===== src/rtl/hzd_pkg.sv =====
package hzd_pkg;
  localparam int XLEN = 32;
  localparam int RIDX = 5;
  localparam int OPW  = 6;

  typedef enum logic [1:0] {
    POL_OFF   = 2'd0,
    POL_STALL = 2'd1,
    POL_FWD   = 2'd2,
    POL_RSV   = 2'd3
  } policy_e;

  typedef enum logic [1:0] {
    SEL_RF  = 2'd0,
    SEL_EX  = 2'd1,
    SEL_MEM = 2'd2
  } fwd_sel_e;

  localparam logic [OPW-1:0] OPC_REGREG = '0;
  localparam int NSTORE = 5;
  localparam logic [OPW-1:0] STORE_OPS [NSTORE] = '{6'd40, 6'd41, 6'd42, 6'd43, 6'd46};
endpackage


===== src/rtl/hzd_classify.sv =====
module hzd_classify
  import hzd_pkg::*;
#(
  parameter int OP_W = OPW
) (
  input  logic [OP_W-1:0] opcode,
  output logic            is_regreg,
  output logic            is_store,
  output logic            rt_is_src
);
  logic [NSTORE-1:0] hit;

  for (genvar i = 0; i < NSTORE; i++) begin : g_st
    assign hit[i] = (opcode == STORE_OPS[i]);
  end

  assign is_regreg = (opcode == OPC_REGREG);
  assign is_store  = |hit;
  assign rt_is_src = is_regreg | is_store;
endmodule


===== src/rtl/hzd_match.sv =====
module hzd_match #(
  parameter int R_W = 5
) (
  input  logic           regwrite,
  input  logic [R_W-1:0] dest,
  input  logic [R_W-1:0] src_rs,
  input  logic [R_W-1:0] src_rt,
  input  logic           rt_en,
  output logic           m_rs,
  output logic           m_rt
);
  logic live;
  assign live = regwrite && (dest != '0);
  assign m_rs = live && (dest == src_rs);
  assign m_rt = live && rt_en && (dest == src_rt);
endmodule


===== src/rtl/hzd_policy.sv =====
module hzd_policy
  import hzd_pkg::*;
#(
  parameter int NSTG = 2
) (
  input  logic [1:0]      policy,
  input  logic            ex_memread,
  input  logic [NSTG-1:0] m_rs,
  input  logic [NSTG-1:0] m_rt,
  output logic            stall,
  output logic [1:0]      sel_rs,
  output logic [1:0]      sel_rt
);
  localparam int EX  = 0;
  localparam int MEM = 1;

  logic any_dep, ex_dep;
  assign any_dep = (|m_rs) | (|m_rt);
  assign ex_dep  = m_rs[EX] | m_rt[EX];

  function automatic logic [1:0] pick(input logic at_ex, input logic at_mem);
    if (at_ex)       return SEL_EX;
    else if (at_mem) return SEL_MEM;
    else             return SEL_RF;
  endfunction

  always_comb begin
    stall  = 1'b0;
    sel_rs = SEL_RF;
    sel_rt = SEL_RF;
    unique case (policy_e'(policy))
      POL_OFF: ;
      POL_STALL, POL_RSV: stall = any_dep;
      POL_FWD: begin
        stall = ex_dep && ex_memread;
        if (!stall) begin
          sel_rs = pick(m_rs[EX], m_rs[MEM]);
          sel_rt = pick(m_rt[EX], m_rt[MEM]);
        end
      end
      default: ;
    endcase
  end
endmodule


===== src/rtl/hazard_unit_top.sv =====
module hazard_unit_top
  import hzd_pkg::*;
#(
  parameter int DW   = XLEN,
  parameter int RW   = RIDX,
  parameter int OW   = OPW
) (
  input  logic          clk,
  input  logic          rst,
  input  logic [1:0]    policy,
  input  logic [DW-1:0] id_instr,
  input  logic [DW-1:0] rf_rs_val,
  input  logic [DW-1:0] rf_rt_val,
  input  logic          ex_regwrite,
  input  logic          ex_memread,
  input  logic [RW-1:0] ex_dest,
  input  logic [DW-1:0] ex_result,
  input  logic          mem_regwrite,
  input  logic [RW-1:0] mem_dest,
  input  logic [DW-1:0] mem_result,
  output logic          stall,
  output logic          bubble_ex,
  output logic [1:0]    fwd_rs_sel,
  output logic [1:0]    fwd_rt_sel,
  output logic [DW-1:0] opnd_rs,
  output logic [DW-1:0] opnd_rt
);
  localparam int NSTG   = 2;
  localparam int OP_LSB = DW - OW;
  localparam int RS_LSB = OP_LSB - RW;
  localparam int RT_LSB = RS_LSB - RW;

  logic [OW-1:0] opcode;
  logic [RW-1:0] src_rs, src_rt;
  logic is_regreg, is_store, rt_is_src;

  assign opcode = id_instr[OP_LSB +: OW];
  assign src_rs = id_instr[RS_LSB +: RW];
  assign src_rt = id_instr[RT_LSB +: RW];

  hzd_classify #(.OP_W(OW)) u_cls (
    .opcode(opcode), .is_regreg(is_regreg), .is_store(is_store), .rt_is_src(rt_is_src)
  );

  logic [NSTG-1:0]          stg_we;
  logic [NSTG-1:0][RW-1:0]  stg_dest;
  logic [NSTG-1:0]          m_rs, m_rt;

  assign stg_we   = {mem_regwrite, ex_regwrite};
  assign stg_dest = {mem_dest, ex_dest};

  for (genvar s = 0; s < NSTG; s++) begin : g_stg
    hzd_match #(.R_W(RW)) u_m (
      .regwrite(stg_we[s]), .dest(stg_dest[s]),
      .src_rs(src_rs), .src_rt(src_rt), .rt_en(rt_is_src),
      .m_rs(m_rs[s]), .m_rt(m_rt[s])
    );
  end

  hzd_policy #(.NSTG(NSTG)) u_pol (
    .policy(policy), .ex_memread(ex_memread),
    .m_rs(m_rs), .m_rt(m_rt),
    .stall(stall), .sel_rs(fwd_rs_sel), .sel_rt(fwd_rt_sel)
  );

  logic [1:0]          sel   [2];
  logic [DW-1:0]       rfv   [2];
  logic [DW-1:0]       outv  [2];
  assign sel[0] = fwd_rs_sel;
  assign sel[1] = fwd_rt_sel;
  assign rfv[0] = rf_rs_val;
  assign rfv[1] = rf_rt_val;

  for (genvar k = 0; k < 2; k++) begin : g_mux
    always_comb begin
      unique case (sel[k])
        SEL_EX:  outv[k] = ex_result;
        SEL_MEM: outv[k] = mem_result;
        default: outv[k] = rfv[k];
      endcase
    end
  end

  assign opnd_rs = outv[0];
  assign opnd_rt = outv[1];

  always_ff @(posedge clk) begin
    if (rst) bubble_ex <= 1'b0;
    else     bubble_ex <= stall;
  end
endmodule


===== config.mk =====
export PLATFORM = sky130hd
export DESIGN_NAME = hazard_unit_top
export DESIGN_NICKNAME = d
export VERILOG_FILES = /design/src/rtl/hzd_pkg.sv /design/src/rtl/hzd_classify.sv /design/src/rtl/hzd_match.sv /design/src/rtl/hzd_policy.sv /design/src/rtl/hazard_unit_top.sv
export SDC_FILE = /design/constraint.sdc
export NUM_CORES = 1
export LEC_CHECK = 0
export ABC_AREA = 1
export BUFFER_PORTS_ARGS = -buffer_cell sky130_fd_sc_hd__buf_2
export CAP_MARGIN = 15
export CORE_AREA = 2 2 96 98
export CTS_BUF_LIST = sky130_fd_sc_hd__clkbuf_8
export DETAILED_ROUTE_END_ITERATION = 12
export DIE_AREA = 0 0 98 100
export PLACE_DENSITY = 0.76
export SLEW_MARGIN = 20
export SYNTH_ARGS = -nofsm -noshare
export SYNTH_HDL_FRONTEND = slang
export SYNTH_HIERARCHICAL = 1
export SYNTH_SLANG_ARGS = --single-unit
export TNS_END_PERCENT = 100

===== constraint.sdc =====
create_clock -name clk -period 2.8 [get_ports clk]
set_input_delay 0.14 -clock clk [delete_from_list [all_inputs] [get_ports clk]]
set_output_delay 0.14 -clock clk [all_outputs]
set_load 0.03 [all_outputs]

# Word level (Yosys, flattened, before mapping)
# Index checks and enable logic that the tools add are counted.
[totals]
regBits = 1
inputBits = 177
[classes]
eq_ne = 16
mux = 11
n_bitwise = 3
n_reduce_logical = 16
[ops]
columns = ["cell", "count"]
rows = [
  ["one-hot mux 32 bit (2 select lines)", 2],
  ["equality test 6 bit, second input constant", 5],
  ["equality test 5 bit", 4],
  ["two-way mux 2 bit", 8],
  ["nonzero test 5 bit", 2],
  ["logical AND 1 bit", 9],
  ["equality test 2 bit, second input constant", 4],
  ["equality test 2 x 1 -> 1 bit, second input constant", 3],
  ["logical NOT 6 bit", 1],
  ["OR reduction 2 bit", 3],
  ["OR reduction 5 bit", 1],
  ["OR 1 bit", 3],
  ["one-hot mux 1 bit (2 select lines)", 1],
]

# Depth between registers and ports, before layout
[depth]
ltp_word = 11
depth_mapped = 20
depth_no_buf = 19

# By module
# Netlist, hierarchy kept.
[modules_own_cells]
columns = ["mod", "n_inst", "cells_each", "area_each_um2", "seq_area_each_um2"]
rows = [
  ["hazard_unit_top", 1, 423, 1784.2, 20.0],
  ["hzd_match", 2, 53, 214.0, 0.0],
  ["hzd_policy", 1, 25, 105.1, 0.0],
  ["hzd_classify", 1, 15, 60.1, 0.0],
]

# Worst setup path before layout
# Ideal clock, no wire load.
[synth_path]
path_type = "input to output"
from = "in id_instr[30]"
to = "out opnd_rt[10]"
t_arrival_ps = 2677
required_time_ps = 2660
setup_slack_ps = -17
cell_stages = 18
path_cell_list = "inv_1 nand2_1 nor2_2 nand2_1 nand2_1 nand2_1 nor2_1 nand3_1 nor2_1 inv_1 nor3_1 inv_1 ha_1 buf_2 inv_2 buf_6 nand2_1 nand2_1"
[synth_between]
elab_chain_len = 11
[synth_rtl]
columns = ["item", "line", "source"]
rows = [
  ["start: declaration", "hazard_unit_top.sv:11", "input logic [DW-1:0] id_instr,"],
  ["equality test 6 bit", "hzd_classify.sv:14", "assign hit[i] = (opcode == STORE_OPS[i]);"],
  ["OR reduction 5 bit", "hzd_classify.sv:18", "assign is_store = |hit;"],
  ["OR 1 bit (*)", "hzd_classify.sv:19", "assign rt_is_src = is_regreg | is_store;"],
  ["named net rt_is_src", "hazard_unit_top.sv:35", "logic is_regreg, is_store, rt_is_src;"],
  ["logical AND 1 bit (*) (2 in a row)", "hzd_match.sv:15", "assign m_rt = live && rt_en && (dest == src_rt);"],
  ["named net m_rt[0]", "hazard_unit_top.sv:47", "logic [NSTG-1:0] m_rs, m_rt;"],
  ["OR 1 bit", "hzd_policy.sv:19", "assign ex_dep = m_rs[EX] | m_rt[EX];"],
  ["logical AND 1 bit", "hzd_policy.sv:35", "stall = ex_dep && ex_memread;"],
  ["two-way mux 2 bit (*)", "hzd_policy.sv:36", "if (!stall) begin"],
  ["two-way mux 2 bit (*)", "hzd_policy.sv:31", "unique case (policy_e'(policy))"],
  ["named net fwd_rt_sel[0]", "hazard_unit_top.sv:24", "output logic [1:0] fwd_rt_sel,"],
  ["equality test 2 bit or equality test 2 x 1 -> 1 bit (tied branches)", "hazard_unit_top.sv:76", "unique case (sel[k])"],
  ["one-hot mux 32 bit (2 select lines) (*)", "hazard_unit_top.sv:76", ""],
  ["end: declaration", "hazard_unit_top.sv:26", "output logic [DW-1:0] opnd_rt"],
]
# The timed path passes the listed nets; every way through them passes the cells marked *.

# Worst setup path after layout
[layout_path]
from = "in id_instr[30]"
to = "out opnd_rs[4]"
[layout_between]
elab_chain_len = 11
[layout_rtl]
columns = ["item", "line", "source"]
rows = [
  ["equality test 6 bit", "hzd_classify.sv:14", ""],
  ["OR reduction 5 bit", "hzd_classify.sv:18", ""],
  ["OR 1 bit (*)", "hzd_classify.sv:19", ""],
  ["named net rt_is_src", "hazard_unit_top.sv:35", ""],
  ["logical AND 1 bit (*) (2 in a row)", "hzd_match.sv:15", ""],
  ["named net m_rt[0]", "hazard_unit_top.sv:47", ""],
  ["OR 1 bit (*)", "hzd_policy.sv:19", ""],
  ["logical AND 1 bit (*)", "hzd_policy.sv:35", ""],
  ["two-way mux 2 bit (*)", "hzd_policy.sv:36", ""],
  ["two-way mux 2 bit (*)", "hzd_policy.sv:31", ""],
  ["equality test 2 bit or equality test 2 x 1 -> 1 bit (tied branches)", "hazard_unit_top.sv:76", ""],
  ["one-hot mux 32 bit (2 select lines) (*)", "hazard_unit_top.sv:76", ""],
  ["end: declaration", "hazard_unit_top.sv:25", "output logic [DW-1:0] opnd_rs,"],
]
# Marks and branches as above.

==> key figures <==
Outcome
  – Status: complete, no violations

Timing
  – Unrepaired setup endpoints after global routing: no
  – Final setup vio count: 0
  – Max Slew Vio Count: 0
  – Worst-Margin Slew: 0.3595 ns
  – Fmax: 407.9 MHz
  – Fin crit share: 87.57%
  – Final setup TNS: 0 ns
  – Relative slew slack: 76.03%
  – Hold Violations, Final: 0
  – Min Clock Period, post-route: 2.452 ns

Worst setup path
  – Worst-path maximum fanout: 21
  – CP most frequent cell: nand2_1
  – Required @ worst endpoint: 2.66 ns
  – Crit Path Category: in -> out
  – Crit start category: input pin
  – Critical path's largest stage delay: 0.30 ns
  – Worst-path cell chain: buf_2 -> inv_1 -> nand2_1 -> nor2_2 -> nand2_1 -> nand2_1 -> nand2_1 -> nor2_1 -> nand3_1 -> nor2_1 -> nor2_1 -> nor2_1 -> nor2_1 -> ha_1 -> inv_2 -> buf_12 -> nand2_1 -> nand2_1 -> buf_2
  – Critical Path Sink Type: output pin
  – Critical path data arrival time: 2.31 ns
  – Slowest cell on the critical path: ha_1

Cells and area
  – Share of layout cells above drive strength 1: 33.50%
  – Area grow syn2layout: 50.05%
  – Top flop regs: bubble_ex (1)
  – Diode count: 0
  – Fillers: 1041
  – Largest register FFs: 1
  – Biggest register: bubble_ex
  – Nets: 968
  – Fin cells: 896

Floorplanning
  – Starting Density: 26.66%
  – Area of the die: 9800 um2
  – # IOs: 247
  – Die width: 98 um
  – Core Area: 8890 um2
  – Die height: 100 um
  – Row cnt: 35

Power
  – VDD IR max: 46.87 uV
  – Total Power: 0.0004158 W
  – Sw Pwr: 0.0002413 W
  – Flop pwr share: 3.6%
  – Pleak: 2.527 nW
  – Cell-internal power: 0.0001745 W
  – Sw Ratio: 58.02%
  – Logic gate share of total power: 96.4%
  – Pwr dens: 116.9 nW/um2
  – Clock share of power: 0%

Routing
  – Drt pass-1 iters: 4
  – Vias/cell: 4.313
  – Routed wire length: 9659 um
  – Iter 0 DRT Violations: 146
  – Via count: 3864
  – Final ANT Viol Nets: 0
  – DRC errors left: 0
  – Drt wl/cell: 10.78 um

Clock tree
  – Post-CTS Setup Bufs: 0
  – Cts hold-fix bufs: 0
  – CTS clk-pin slew, worst paths: 0 ns

Placement
  – Hpwl dp: 7739 um
  – Final Wtd Congestion: 0.8803
  – Port-buffer cells: 230
  – Placed instance count: 896

Yosys
  – Mapped Nets: 748
  – Post-Syn Instances: 567
  – Mean Syn Cell Area: 4.179 um2
  – Synthesized area: 2370 um2
  – Yosys warns: 6

GRT
  – Global-route wire length before repair: 14810 um
  – Total GRT Usage: 17.75%
  – Vias in the first global route: 3352
  – Initial antenna violation count: 0
  – Congestion Overflow GR: 0
  – Largest net degree at the start of global routing: 33

Job
  – Number of max-capacitance violations reported: 0

Worst hold path
  – Hold WC Path Type: in -> reg
metal layers:
| metal | up-vias | wire length, um | track usage [%] |
|---|---|---|---|
| met2 | 172 | 4724 | 33.61 |
| li1 | 2089 | - | - |
| met5 | - | 0 | 0 |
| met1 | 1603 | 4044 | 21.98 |
| met3 | 0 | 890 | 3.064 |
| met4 | 0 | 0 | 1.068 |
per-stage QoR:
step	setup WS [ns]	utilization [%]	hold slack [ns]	cell area, um2
global route	0.01039	40.00	0.3111	3556
CTS	0.2552	39.90	0.3024	3547
global placement	0.2846	39.90	0.3003	3547
floorplan	0.001182	-	0.2124	2370
finish	0.3482	40.00	0.2995	3556
detailed placement	0.2630	39.90	0.3018	3547
final timing paths:
path | startpoint | end | slack, ns | depth (start not counted)
worst max-delay path | id_instr[30] | opnd_rs[4] | 0.35 | 19
worst min-delay path | rst | bubble_ex | 0.30 | 2
worst max-delay path, delay by kind of cell:
kind                     cells  cell delay (ns)
buffers and inverters        5             0.77
adder cells (fa/ha/maj)      1             0.30
AND/OR/NAND/NOR             13             1.10
final cells by class:
cell class | count | area [um2] | share of cell area [%]
timing repair buffer | 244 | 1285 | 36.14
multi-input combinational | 497 | 1951 | 54.86
sequential | 1 | 20.02 | 0.5630
inverter | 43 | 161.4 | 4.539
tap | 111 | 138.9 | 3.906
placed cells by master, fill, tap and decap left out:
cell type and count:
nor3_2 1, dfxtp_1 1, inv_2 12, nor3_1 1
o21ai_0 2, ha_1 4, inv_1 31, xnor2_1 2
nor2_2 1, buf_2 230, nor2_1 27, nor2_4 1
buf_4 11, nand3_1 8, buf_12 2, nand2_2 4
nand2_1 446, buf_6 1
repair_timing:
item / in CTS / in global routing
gates resized for setup: 0 / 2
endpoints found under the setup margin: 0 / 35
hold endpoints to repair: 0 / 0
power by group through the flow:
stage	Combinational [W]	Sequential (W)	Clock, W
after floorplan	0.000207	0.0000154	0
after global placement	0.000397	0.0000148	0
after detailed placement	0.000401	0.0000148	0
after CTS	0.000402	0.0000148	0
after global routing	0.000440	0.0000148	0
final	0.000401	0.0000148	0
Note: power is estimated with default switching activity, not from simulation.
